## src/rtl/cfgx_pkg.sv

```systemverilog
package cfgx_pkg;

   localparam int CMD_BITS = 4;

   typedef enum logic [CMD_BITS-1:0] {
      CMD_CFG_RD = 4'hA,
      CMD_CFG_WR = 4'hB
   } cfgx_cmd_e;

   typedef enum logic [1:0] {
      FMT_LOCAL = 2'b00,
      FMT_ROUTE = 2'b01
   } cfgx_fmt_e;

   typedef struct packed {
      logic claim;
      logic xlate;
   } cfgx_verdict_t;

endpackage

```

## src/rtl/cfgx_busreg.sv

```systemverilog
module cfgx_busreg #(
   parameter int BUS_W = 8
) (
   input  logic             clk,
   input  logic             rst_n,
   input  logic             we,
   input  logic [BUS_W-1:0] wdata,
   output logic [BUS_W-1:0] q
);

   always_ff @(posedge clk or negedge rst_n) begin
      if (!rst_n)  q <= '0;
      else if (we) q <= wdata;
   end

endmodule

```

## src/rtl/cfgx_classify.sv

```systemverilog
module cfgx_classify
   import cfgx_pkg::*;
#(
   parameter int BUS_W  = 8,
   parameter int DEV_W  = 5,
   parameter int DEV_LO = 27,
   parameter int DEV_HI = 31
) (
   input  logic [CMD_BITS-1:0] cmd,
   input  logic [1:0]          fmt,
   input  logic [DEV_W-1:0]    dev,
   input  logic [BUS_W-1:0]    bus,
   input  logic                from_down,
   input  logic [BUS_W-1:0]    secbus,
   output cfgx_verdict_t       verdict
);

   localparam int DEV_TOP = (1 << DEV_W) - 1;

   logic is_cfg;
   logic in_band;

   assign is_cfg = (cmd == CMD_CFG_RD) || (cmd == CMD_CFG_WR);

   // The upper bound check is dropped when the band reaches the top code.
   generate
      if (DEV_HI == DEV_TOP) begin : g_band_open
         assign in_band = (dev >= DEV_W'(DEV_LO));
      end else begin : g_band_closed
         assign in_band = (dev >= DEV_W'(DEV_LO)) && (dev <= DEV_W'(DEV_HI));
      end
   endgenerate

   always_comb begin
      verdict.claim = is_cfg && !from_down && (fmt == FMT_LOCAL) && in_band;
      verdict.xlate = is_cfg && !from_down && (fmt == FMT_ROUTE) && (bus == secbus);
   end

endmodule

```

## src/rtl/cfgx_idsel.sv

```systemverilog
module cfgx_idsel #(
   parameter int ADDR_W    = 32,
   parameter int DEV_W     = 5,
   parameter int SEL_BASE  = 16,
   parameter int SEL_COUNT = 16,
   parameter int KEEP_LSB  = 2,
   parameter int KEEP_MSB  = 10
) (
   input  logic [DEV_W-1:0]           dev,
   input  logic [KEEP_MSB:KEEP_LSB]   keep,
   output logic [ADDR_W-1:0]          xaddr
);

   generate
      for (genvar g = 0; g < ADDR_W; g++) begin : g_bit
         if (g >= SEL_BASE && g < SEL_BASE + SEL_COUNT) begin : g_sel
            assign xaddr[g] = (dev == DEV_W'(g - SEL_BASE));
         end else if (g >= KEEP_LSB && g <= KEEP_MSB) begin : g_keep
            assign xaddr[g] = keep[g];
         end else begin : g_zero
            assign xaddr[g] = 1'b0;
         end
      end
   endgenerate

endmodule

```

## src/rtl/cfgx_decoder.sv

```systemverilog
module cfgx_decoder
   import cfgx_pkg::*;
#(
   parameter int ADDR_W    = 32,
   parameter int BUS_W     = 8,
   parameter int CMD_W     = 4,
   parameter int DEV_LO    = 27,
   parameter int DEV_HI    = 31,
   parameter int SEL_BASE  = 16,
   parameter int SEL_COUNT = 16
) (
   input  logic              clk,
   input  logic              rst_n,
   input  logic              in_valid,
   input  logic [CMD_W-1:0]  in_cmd,
   input  logic [ADDR_W-1:0] in_addr,
   input  logic              in_from_down,
   input  logic              bus_we,
   input  logic [BUS_W-1:0]  bus_wdata,
   output logic              out_valid,
   output logic              out_claim,
   output logic              out_xlate,
   output logic [ADDR_W-1:0] out_addr
);

   localparam int DEV_W    = 5;
   localparam int DEV_LSB  = 11;
   localparam int DEV_MSB  = DEV_LSB + DEV_W - 1;
   localparam int BUS_LSB  = 16;
   localparam int BUS_MSB  = BUS_LSB + BUS_W - 1;
   localparam int KEEP_LSB = 2;
   localparam int KEEP_MSB = DEV_LSB - 1;

   generate
      if (ADDR_W != 32)                          begin : g_chk_addr  $error("ADDR_W must be 32"); end
      if (CMD_W != CMD_BITS)                     begin : g_chk_cmd   $error("CMD_W must match package"); end
      if (BUS_MSB >= ADDR_W)                     begin : g_chk_bus   $error("bus field exceeds address"); end
      if (SEL_BASE + SEL_COUNT > ADDR_W)         begin : g_chk_sel   $error("select field exceeds address"); end
      if (SEL_BASE <= DEV_MSB)                   begin : g_chk_ovl   $error("select field overlaps device field"); end
      if (SEL_COUNT > (1 << DEV_W))              begin : g_chk_cnt   $error("more selects than device codes"); end
      if (DEV_LO > DEV_HI || DEV_HI >= (1 << DEV_W)) begin : g_chk_band $error("bad claim band"); end
   endgenerate

   logic [BUS_W-1:0]  sec_bus;
   cfgx_verdict_t     verdict;
   logic [ADDR_W-1:0] xaddr;

   cfgx_busreg #(.BUS_W(BUS_W)) u_busreg (
      .clk   (clk),
      .rst_n (rst_n),
      .we    (bus_we),
      .wdata (bus_wdata),
      .q     (sec_bus)
   );

   cfgx_classify #(
      .BUS_W  (BUS_W),
      .DEV_W  (DEV_W),
      .DEV_LO (DEV_LO),
      .DEV_HI (DEV_HI)
   ) u_classify (
      .cmd       (in_cmd),
      .fmt       (in_addr[1:0]),
      .dev       (in_addr[DEV_MSB:DEV_LSB]),
      .bus       (in_addr[BUS_MSB:BUS_LSB]),
      .from_down (in_from_down),
      .secbus    (sec_bus),
      .verdict   (verdict)
   );

   cfgx_idsel #(
      .ADDR_W    (ADDR_W),
      .DEV_W     (DEV_W),
      .SEL_BASE  (SEL_BASE),
      .SEL_COUNT (SEL_COUNT),
      .KEEP_LSB  (KEEP_LSB),
      .KEEP_MSB  (KEEP_MSB)
   ) u_idsel (
      .dev   (in_addr[DEV_MSB:DEV_LSB]),
      .keep  (in_addr[KEEP_MSB:KEEP_LSB]),
      .xaddr (xaddr)
   );

   always_ff @(posedge clk or negedge rst_n) begin
      if (!rst_n) begin
         out_valid <= 1'b0;
         out_claim <= 1'b0;
         out_xlate <= 1'b0;
         out_addr  <= '0;
      end else begin
         out_valid <= in_valid;
         out_claim <= in_valid && verdict.claim;
         out_xlate <= in_valid && verdict.xlate;
         if (in_valid) out_addr <= verdict.xlate ? xaddr : in_addr;
      end
   end

   // one result per cycle, one clock later
   p_valid_follow_r2: assert property (@(posedge clk) disable iff (!rst_n)
      in_valid |=> out_valid);
   p_idle_quiet_r2: assert property (@(posedge clk) disable iff (!rst_n)
      !in_valid |=> (!out_valid && !out_claim && !out_xlate));
   // other commands are ignored
   p_cmd_only_r3: assert property (@(posedge clk) disable iff (!rst_n)
      (in_valid && in_cmd != CMD_CFG_RD && in_cmd != CMD_CFG_WR) |=> (!out_claim && !out_xlate));
   // downstream cycles are refused
   p_down_refused_r5: assert property (@(posedge clk) disable iff (!rst_n)
      (in_valid && in_from_down) |=> (!out_claim && !out_xlate));
   // at most one select bit
   p_idsel_onehot_r7: assert property (@(posedge clk) disable iff (!rst_n)
      out_xlate |-> $onehot0(out_addr[SEL_BASE +: SEL_COUNT]));
   // cleared fields of a translated address
   p_fields_clear_r8: assert property (@(posedge clk) disable iff (!rst_n)
      out_xlate |-> (out_addr[KEEP_LSB-1:0] == '0 && out_addr[DEV_MSB:DEV_LSB] == '0));
   // untranslated addresses pass unchanged
   p_passthru_r9: assert property (@(posedge clk) disable iff (!rst_n)
      (out_valid && !out_xlate) |-> (out_addr == $past(in_addr)));
   // outcomes are exclusive
   p_exclusive_r10: assert property (@(posedge clk) disable iff (!rst_n)
      !(out_claim && out_xlate));
   // bus register load
   p_busreg_load_r11: assert property (@(posedge clk) disable iff (!rst_n)
      bus_we |=> (sec_bus == $past(bus_wdata)));

endmodule

```

## config.mk

```make
export PLATFORM = sky130hd
export DESIGN_NAME = cfgx_decoder
export DESIGN_NICKNAME = d
export VERILOG_FILES = /design/src/rtl/cfgx_pkg.sv /design/src/rtl/cfgx_busreg.sv /design/src/rtl/cfgx_classify.sv /design/src/rtl/cfgx_idsel.sv /design/src/rtl/cfgx_decoder.sv
export SDC_FILE = /design/constraint.sdc
export NUM_CORES = 1
export LEC_CHECK = 0
export BUFFER_PORTS_ARGS = -buffer_cell sky130_fd_sc_hd__buf_2
export CAP_MARGIN = 5
export CORE_MARGIN = 3
export CORE_UTILIZATION = 45
export CTS_CLUSTER_SIZE = 24
export DETAILED_ROUTE_END_ITERATION = 10
export MAX_ROUTING_LAYER = met4
export PLACE_DENSITY_LB_ADDON = 0.1
export SLEW_MARGIN = 20
export SYNTH_ARGS = -nofsm -noshare
export SYNTH_HDL_FRONTEND = slang
export SYNTH_HIERARCHICAL = 1
export SYNTH_SLANG_ARGS = --single-unit
```

## constraint.sdc

```tcl
create_clock -name clk -period 1.78 [get_ports clk]
set_clock_uncertainty 0.2 [all_clocks]
set_input_delay 0.178 -clock clk [delete_from_list [all_inputs] [get_ports clk]]
set_output_delay 0.178 -clock clk [all_outputs]
set_load 0.005 [all_outputs]
```

### Word level (Yosys, flattened, before mapping)

Cells that the tools add are included.

* magnitude comparators: 1
* equal/unequal tests: 19
* multiplexer cells: 1
* reductions and logical operators: 11

Operators with widths (count)
* $eq A5 B4 Y1 const B: 8
* $mux W32: 1
* $eq A5 B3 Y1 const B: 4
* $eq A5 B2 Y1 const B: 2
* $eq A4 B4 Y1 const B: 2
* $eq A8 B8 Y1: 1
* $logic_and A1 B1 Y1: 7
* $eq A5 B1 Y1 const B: 1
* $ge A5 B5 Y1 const B: 1
* $logic_not A5 Y1: 1
* $eq A2 B1 Y1 const B: 1
* $logic_not A2 Y1: 1
* $logic_not A1 Y1: 1
* $logic_or A1 B1 Y1: 1

* flip-flop bits (word level): 43
* output and inout bits: 35
* logic and storage cells: 37

### Longest topological paths before layout

Gate-level depths: netlist of run 1.

* depth in word-level cells: 6
* mapped depth: 7
* depth with buffers taken out: 5

### Cells and area by module

The synthesis of run 1 kept the hierarchy.

By module, submodules not included
* cfgx_decoder: instances 1, cells an instance 144, area each 1595.3 µm², seq. area each 875.8 µm²
* cfgx_busreg: instances 1, cells an instance 17, area each 331.6 µm², seq. area each 200.2 µm²
* cfgx_idsel: instances 1, cells an instance 40, area each 236.5 µm², seq. area each 0.0 µm²
* cfgx_classify: instances 1, cells an instance 17, area each 131.4 µm², seq. area each 0.0 µm²

### Least setup slack after synthesis of run 1

OpenSTA, ideal clock, no wires.

* kind: reg-to-reg
* start: register u_busreg.q[4]
* end: register out_addr[16]
* setup time: 0.126 ns
* data arrival time: 1.490 ns
* data required time: 1.454 ns
* slack: -0.035 ns
* cell stages (with the launch flop): 8
* buffers on the path: 2
* clock period less this slack: 1.815 ns
* cells stage by stage: dfrtp_1 xnor2_1 nand4_1 nor4_1 buf_6 buf_12 mux2i_1 a21oi_1

RTL lines
* start, declared: line cfgx_busreg.sv:8 `output logic [BUS_W-1:0] q`
* start signal, assigned: line cfgx_busreg.sv:13 `else if (we) q <= wdata;`
* end signal, assigned: line cfgx_decoder.sv:94 `if (in_valid) out_addr <= verdict.xlate ? xaddr : in_addr;`
* end, declared: line cfgx_decoder.sv:23 `output logic [ADDR_W-1:0] out_addr`

==> results of run 1 <==
-- cell usage in the layout (no fill, tap or decap) --
cell and instances:
nand2b_1 2, nor2_1 44, nand3_1 1, or3_1 1
nand2_1 4, and2_1 2, mux2i_2 1, nand3b_1 1
buf_6 4, mux2i_1 31, buf_4 23, mux2_4 8
bufinv_16 1, xnor2_1 8, dfrtp_1 43, clkbuf_8 6
conb_1 7, dlygate4sd3_1 24, nor4_4 1, nor4b_2 1
or3b_1 2, a21oi_1 33, nor3_1 4, buf_2 82
nor4_2 1, clkinv_2 1, nand4_1 1, buf_12 1
-- per-layer routing --
layer	wire length [um]	GRT usage (%)	up-vias
met5	0	-	-
met4	42	3.737	0
met3	367	4.060	6
met2	2501	30.22	71
met1	2361	25.32	838
li1	-	-	953
-- worst paths after layout --
kind / to / slack (ns)
worst min-delay path: out_addr[21]$_DFFE_PN0P_ / 0.002
max in group asynchronous: u_busreg/q[0]$_DFFE_PN0P_ / 0.75
worst min register to register: out_addr[29]$_DFFE_PN0P_ / 0.32
worst max-delay path: out_addr[8]$_DFFE_PN0P_ / -0.13
min in group asynchronous: out_addr[29]$_DFFE_PN0P_ / 0.08
worst max register to register: out_addr[8]$_DFFE_PN0P_ / -0.13
-- tightest hold or removal path: cells and delay by family --
| family | cells | cell delay (ns) |
|---|---|---|
| buffers and inverters | 1 | 0.10 |
| AO/OA/AOI/OAI | 1 | 0.12 |
| multiplexers | 1 | 0.06 |
-- timing repair --
action / 4_1_cts / 5_1_grt
cloned: 2 / 0
hold buffers: 24 / 0
pin swaps: 14 / 10
gates resized for setup: 6 / 4
hold endpoints to repair: 66 / 0
setup endpoints to repair: 32 / 33
buffers inserted: 5 / 1
-- power by group through the flow --
stage	Combinational, mW	Clock (mW)	Sequential [mW]
3_3_place_gp	0.391	0	1.13
6_report	0.447	0.779	1.11
4_1_cts	0.445	0.797	1.11
2_1_floorplan	0.194	0	1.13
3_5_place_dp	0.398	0	1.13
5_1_grt	0.498	0.836	1.12
-- cells in the mapped netlist, drive strengths merged (2+ instances only) --
| library cell | number | area share [%] |
|---|---|---|
| nand2b | 2 | 0.55 |
| a21oi | 33 | 7.2 |
| nor4 | 2 | 0.82 |
| dfrtp | 43 | 47 |
| or3b | 2 | 0.76 |
| clkbuf | 2 | 0.33 |
| and2 | 2 | 0.55 |
| nor3 | 4 | 0.87 |
| mux2i | 32 | 14 |
| buf | 26 | 10 |
| xnor2 | 8 | 3.1 |
| nand2 | 4 | 0.65 |
| mux2 | 8 | 5.2 |
| nor2 | 44 | 7.2 |
-- per-stage QoR --
step | util, % | cell area, um^2
6_report | 66.18 | 3188
5_1_grt | 66.18 | 3188
4_1_cts | 66.13 | 3186
3_5_place_dp | 57.27 | 2759
3_3_place_gp | 57.27 | 2759
2_1_floorplan | - | 2323
-- state kept, by name, summed over array words and instances (netlist names) --
name,cells
out_addr,32
out_claim,1
out_valid,1
out_xlate,1
u_busreg/q,8
-- final cells by class --
| type | instances | share of cell area [%] |
|---|---|---|
| Clock inverter | 2 | 1.099 |
| Multi-Input combinational cell | 153 | 32.06 |
| Clock buffer | 6 | 2.590 |
| Tap cell | 67 | 2.630 |
| Timing Repair Buffer | 134 | 27.86 |
| Sequential cell | 43 | 33.75 |
-- cell families (layout without fill, tap and decap cells) --
kind of cell,count (synthesis),after routing,share of synthesized area (%)
buffers and inverters,28,142,10.36
multiplexers,40,40,19.19
XOR/XNOR,8,8,3.054
other,1,7,0.1634
AO/OA/AOI/OAI,33,33,7.197
AND/OR/NAND/NOR,65,65,13.14
flip-flops,43,43,46.89
==> flow_results.org, run 1 <==
** Outcome
- Run status :: finished with violations
- Failing checks :: setup timing

** Place
- Sum of net half-perimeters after detailed placement :: 3639 um
- Cell Count Post-Placement :: 366
- Global placement routability congestion :: approximately 0.76
- PortBufs :: 82
- Worst Setup Slack post-DPL :: -0.1617 ns

** Layout
- In the final layout, the multi-input gates occupy 1022 um^2.
- Antenna Cells :: 0
- Ratio of cells with drive above 1 in the final layout :: 38.46%
- Compared with the post-synthesis result, the final layout area differs by 38.93%.
- Sequential cell area :: 1076 um^2
- Final instance count without filler cells :: a little over 400
- The filler cells instantiated in the layout total 406.
- The final layout contains 386 nets.

** Worst hold path
- Worst hold start :: in_addr[21]
- The worst hold path belongs to the class in2reg.
- Instance count along the most critical hold path :: 3

** Setup path
- Nature of the critical path endpoint :: flop
- On the critical path the largest part of the delay comes from simple AND/OR/NAND/NOR gates.
- Crit-path max cell delay :: roughly 0.4 ns
- Arrival time at the worst endpoint :: between 1.5 and 2 ns
- The critical path contains buffers and inverters numbering 2 combined.
- Worst Setup SP :: u_busreg/q[3]$_DFFE_PN0P_
- In this run the worst path has a maximum fanout of 5.
- Data required time at the worst endpoint :: 1.76 ns
- The setup path with the least slack is of type reg2reg.
- STA classifies the critical path startpoint as a flop.
- The slowest stage of the critical path is the dfrtp_1 cell.
- Number of gates on the worst path with buffers counted :: 7
- Reg2Reg Depth :: 7
- Critical Path, Cell by Cell :: xnor2_1 -> nand3_1 -> nor4_4 -> buf_4 -> buf_6 -> mux2i_2 -> a21oi_1
- Critical R2R Launch :: u_busreg/q[3]$_DFFE_PN0P_

** Die
- The floorplan step set the die width to 77.41 um.
- Die area :: 5992 um^2
- The floorplan has 25 rows.
- Initial cell density of the core :: roughly 48%
- The floorplan step set the die height to 77.41 um.
- Io pins :: 84
- The core region is about 4800 um^2.

** Flow run
- Max_cap viols :: 0

** Clock tree
- CTS tree :: done
- In this run the number of H-tree levels came out at 2.
- Clock latency on the worst-skew pair, taken at its later pin, is 0.29 ns.
- Clock input transition at the sequential cells of the worst setup and hold paths :: roughly 0.080 ns
- In this run the deepest clock path goes through 2 buffers.
- The tree built by TritonCTS fans out to 43 sinks.
- Clock tree synthesis inserted a total of 5 buffers.
- The root buffer cell chosen for the clock tree is clkbuf_8.

** Timing
- The number of max-slew violations in the final report was 0.
- Setup repair after global routing could not meet its margin everywhere.
- The worst path in the final design needs a cycle of approximately 1.9 ns, including I/O delays and setup.
- Setup TNS :: -3.214 ns
- Hold Vio Cnt, Final :: 0
- After layout, the worst setup slack is -0.1301 ns.
- Final setup violating endpoints :: 32
- Final-layout worst hold slack :: 0.002377 ns
- Upper clock frequency limit :: about 520 MHz
- Post-route fraction of the period consumed by the critical path :: 107.3%

** Drt
- # DRC :: 0
- Via count :: 1868
- Once detail routing completed, the nets flagged for antenna violations numbered 0.
- Starting DRT DRC Count :: 74
- The first detailed-routing pass took 4 iterations.
- Final WL :: 5273 um
- Post-detailed-route wirelength per cell :: approximately 13 um
- Mean number of vias per cell :: 4.612

** Synth
- Each instance of the synthesized netlist takes up on average between 10 and 15 um^2.
- In the synthesized netlist, the number of instances is roughly 220.
- Summing the sequential cell areas from Yosys gives 46.89% of the chip area.
- The netlist uses 24 different library cells.
- Yosys printed 6 warnings.
- In this run, synthesis produced a sequential element count of 43.
- Async SR Flop Fraction :: 100.0%
- Top_reg_cell synth :: dfrtp_1
- The synthesized netlist occupies a cell area of 2295 um^2.
- Number of synthesized flops with an enable pin :: 0

** Power and ir drop
- Net switching is 24.35% of the power.
- Of the total power, the clock network draws 33.4%.
- The design draws 2.335 mW.
- Combinational logic is responsible for 19.1% of the overall power.
- In this run the static leakage power is 1.440 nW.
- The internal power of the cells totals 1.767 mW.
- Share of total power in sequential cells :: 47.5%
- The analysis attributes to net switching a power of between 500 and 600 uW.
- Max rail drop VDD :: 733.9 uV
- Dividing total power by cell area gives a power density of between 700 and 800 nW/um^2.

** GRT
- Global routing used 18.98% of the available tracks.
- Global-route wire length before repair :: 8859 um
- Global-route congestion overflow total :: 0
- Entering global routing, the biggest net connects 68 pins.
- The number of antenna violations at the first check in global routing is 0.
- Via count of the first global-routing pass :: ~1800
Note: power is estimated with default switching activity, not from simulation.
==> run 2: changes to the inputs <==
ABC_AREA = 1   (was default)
CORE_UTILIZATION = 47   (was 45)
REMOVE_ABC_BUFFERS = 1   (was default)
==> run 2 against run 1 <==
  * The run now ends clean
  * Maximum frequency grew 13%
  * Non-clock buffer count shrank 7
  * Core utilization fell by 1.8 points
  * Total power is 6.2% lower
  * Cell count rose by 47%
  * Clock-buffer cell count down 1
  * Routed wire length rose by 21%
  * Sequential share of layout area down 3.6 points
  * Via count is 36% higher
  * Highest routed layer unchanged
==> flow_results.org, run 2 <==
** Setup path
- RR Endpoint :: out_addr[21]$_DFFE_PN0P_
- Element type at the critical path start :: flop
- The worst register-to-register path begins at u_busreg/q[1]$_DFFE_PN0P_.
- Crit Path Class :: reg2reg
- Reg2Reg Depth :: 11
- Arrival time at the worst endpoint :: ~1.7 ns
- Nature of the critical path endpoint :: flop
- CP max FO :: 7
- Internal reg-to-reg setup slack :: roughly 0.093 ns
- Data required time at the worst endpoint :: between 1.5 and 2 ns

** Clock tree
- H-tree Lvls :: 2
- The tree is rooted in a clkbuf_8.
- TritonCTS built the clock tree.
- Clock insertion delay at the later pin of the skew report :: 0.30 ns
- Number of buffers created by CTS :: 5
- The clock passes through at most 2 buffers.
- The tree built by TritonCTS fans out to 43 sinks.
- Clock input transition at the sequential cells of the worst setup and hold paths :: 0.09 ns

** Power and ir drop
- Cell area power density :: 614.2 nW/um^2
- P_leak :: 2.069 nW
- Max rail drop VDD :: around 370 uV

** GRT
- Global-route usage over all layers :: 20.88%
- Global-route wire length before repair :: 10610 um
- Via count of the first global-routing pass :: 2467
- Number of antenna violations at the first check in global routing :: 0
- Global-route congestion overflow total :: 0
- Entering global routing, the biggest net connects 44 pins.

** Layout
- Regs by FF count :: out_addr: 32 flops, u_busreg/q: 8 flops
- Leaving out fill and tap cells, the most frequent cells in the layout are nand2_1, inv_1, buf_2.
- The library cell used most frequently in the layout, excluding fill and tap cells, is nand2_1.
- Multi-input logic area :: between 1000 and 1500 um^2
- Antenna Cells :: 0
- Relative area change from synthesis to final layout :: 31.11%
- Largest Register :: out_addr
- End-of-flow core utilization :: 64.34%
- The final layout contains 570 nets.
- Total of fill cells in the finished design :: 539
- Sequential cell area :: 1076 um^2
- The register with the most flip-flops in the layout has 32 of them.
- Ratio of cells with drive above 1 in the final layout :: between 20% and 30%

** Drt
- Via count :: 2536
- Mean number of vias per cell :: 4.269
- For this run, design rule violations remaining after detail routing come to 0.
- The detailed router finished its first iteration with 152 violations.
- Post-detailed-route wirelength per cell :: about 11 um
- The routed design has 6357 um of wire.
- The count of nets left with antenna violations once routing finished came out at 0.
- Pre-Repair DR Iteration Count :: 4

** Timing
- Upper clock frequency limit :: just under 600 MHz
- The routed design could run at a clock period as short as 1.687 ns.
- For the pin with the worst max-slew slack, the measured transition is around 0.56 ns.
- In the post-route analysis, the smallest setup slack over all paths is 0.09323 ns.
- Setup violations remaining at the end of the flow were counted as 0.
- Setup TNS :: 0 ns
- The final count of hold timing violations is 0.
- The tightest hold path in the finished design has a slack of between 0.009 and 0.01 ns.
- Setup repair after global routing could not meet its margin everywhere.
- Post-route fraction of the period consumed by the critical path :: 94.76%
- Final-report max-slew violation count :: 0
- In this run the tightest slew margin relative to its limit is 62.99%.

** Worst hold path
- Instance count along the most critical hold path :: 5
- The worst hold path begins at in_addr[23].
- Type of the tightest min-delay check :: in2reg
- The path with the worst hold slack has its endpoint at out_addr[23]$_DFFE_PN0P_.

** Outcome
- Run status :: complete, no violations

** Synth
- Of all flip-flops after synthesis, the portion carrying an async set or reset was 100.0%.
- Top_reg_cell synth :: dfrtp_1
- Synth top area cells :: dfrtp_1, nand2_1, inv_1
- Dominant cell type by area after synthesis :: dfrtp_1
- Synthesis produced a netlist whose cell count is 412.
- Top cell type's share of synthesized area :: between 30% and 40%
- For this run, the number of Yosys warnings is 6.
- Number of synthesized flops with an enable pin :: 0
- Sequential cell area fraction in the yosys report :: roughly 40%
- Most common cell in the synthesized netlist :: nand2_1
- The average instance in the mapped netlist occupies between 6 and 7 um^2.
- Most numerous cell types in the synthesized netlist :: nand2_1, inv_1, dfrtp_1
- Area of the mapped netlist :: 2719 um^2
- Distinct cell type count after synthesis :: 19
- Synthesis inferred 43 register bits.

** Die
- From bottom edge to top edge, the die measures approximately 80 um.
- Die width :: 82.06 um
- Die area :: 6733 um^2
- The floorplan has 27 rows.
- Once the floorplan was initialized, standard cells occupied 49.07% of the core.
- In this run the count of I/O pins placed on the die edge is 84.
- The floorplan step defined a core boundary enclosing roughly 5500 um^2.

** Place
- Global placement routability congestion :: 0.8256
- PortBufs :: 82
- Sum of net half-perimeters after detailed placement :: 4109 um
- Worst Setup Slack post-DPL :: a little over 0.08 ns

** Flow run
- The tool flagged a number of max-cap violations equal to 0.
[run 2: cell types whose count changed in the layout (fill, tap and decap cells not counted), sizes merged, moves of 3 or more]
cell / change
nor2: -16
mux2i: -32
dlygate4sd3: +11
mux2: -8
nor3: -3
buf: -18
nand3: +37
nand2: +175
inv: +87
xnor2: -8
a21oi: -32
[run 2: cells by family (layout without fill, tap and decap cells)]
family                    Yosys count  count (layout)  share of synthesized area [%]
and+or+nand+nor                   246             246                          37.78
buffers and inverters             118             222                          21.63
DFF                                43              43                          39.58
AOI/OAI and AO/OA                   3               3                         0.5521
other                               1               7                         0.1379
xor gates and xnor gates            1               1                         0.3222
[run 2: where the power goes]
group	total, mW	switching [mW]	internal (mW)
registers	1.10	0.0435	1.06
logic	0.459	0.237	0.222
clock network	0.629	0.356	0.273
[run 2: what timing repair did]
action | CTS | global route
setup endpoints to repair | 0 | 32
resized for setup | 0 | 8
endpoints found under the hold margin | 69 | 0
setup buffers | 0 | 5
hold buffers | 35 | 0
[run 2: worst max path at each step]
stage | startpoint | end | slack, ns
after detailed placement | u_busreg/q[1]$_DFFE_PN0P_ | out_addr[21]$_DFFE_PN0P_ | 0.08
after global placement | u_busreg/q[2]$_DFFE_PN0P_ | out_addr[23]$_DFFE_PN0P_ | 0.09
after floorplan | u_busreg/q[7]$_DFFE_PN0P_ | out_addr[30]$_DFFE_PN0P_ | -0.88
after global routing | u_busreg/q[0]$_DFFE_PN0P_ | out_addr[21]$_DFFE_PN0P_ | -0.04
after CTS | u_busreg/q[1]$_DFFE_PN0P_ | out_addr[21]$_DFFE_PN0P_ | 0.06
final | u_busreg/q[1]$_DFFE_PN0P_ | out_addr[21]$_DFFE_PN0P_ | 0.09
[run 2: through the flow]
step | power [mW] | std cells | area (um^2)
floorplan | 1.304 | 387 | 2487
global placement | 1.501 | 546 | 3065
detailed placement | 1.509 | 546 | 3065
CTS | 2.205 | 589 | 3505
global route | 2.345 | 594 | 3565
finish | 2.190 | 594 | 3565
[run 2: per-layer routing]
metal | vias to the layer above | GRT usage [%] | part of all wire, %
met5 | - | - | 0
met4 | 0 | 5.648 | 1.5
met3 | 8 | 3.618 | 3.8
met2 | 49 | 37.40 | 50
met1 | 1104 | 23.94 | 44
li1 | 1375 | - | -
[run 2: worst max-delay path, cell delays in order (launching register included)]
cell and delay [ns]:
dfrtp_1 0.38, inv_1 0.05, nand2_1 0.05, nand2_1 0.07, nor2_1 0.12, nand3_2 0.10, nor2_4 0.13, buf_12 0.14
buf_4 0.14, nand2_1 0.06, nand3_1 0.09, nand2_1 0.06
[run 2: area by class of cell]
cell class                 instances  share of cell area [%]
clock buffer                       5                   1.931
clock inverter                     3                  0.5616
inverter                          87                   9.442
multi-input combinational        257                   30.85
sequential                        43                   30.19
tap                               72                   2.527
timing repair buffer             127                   24.50
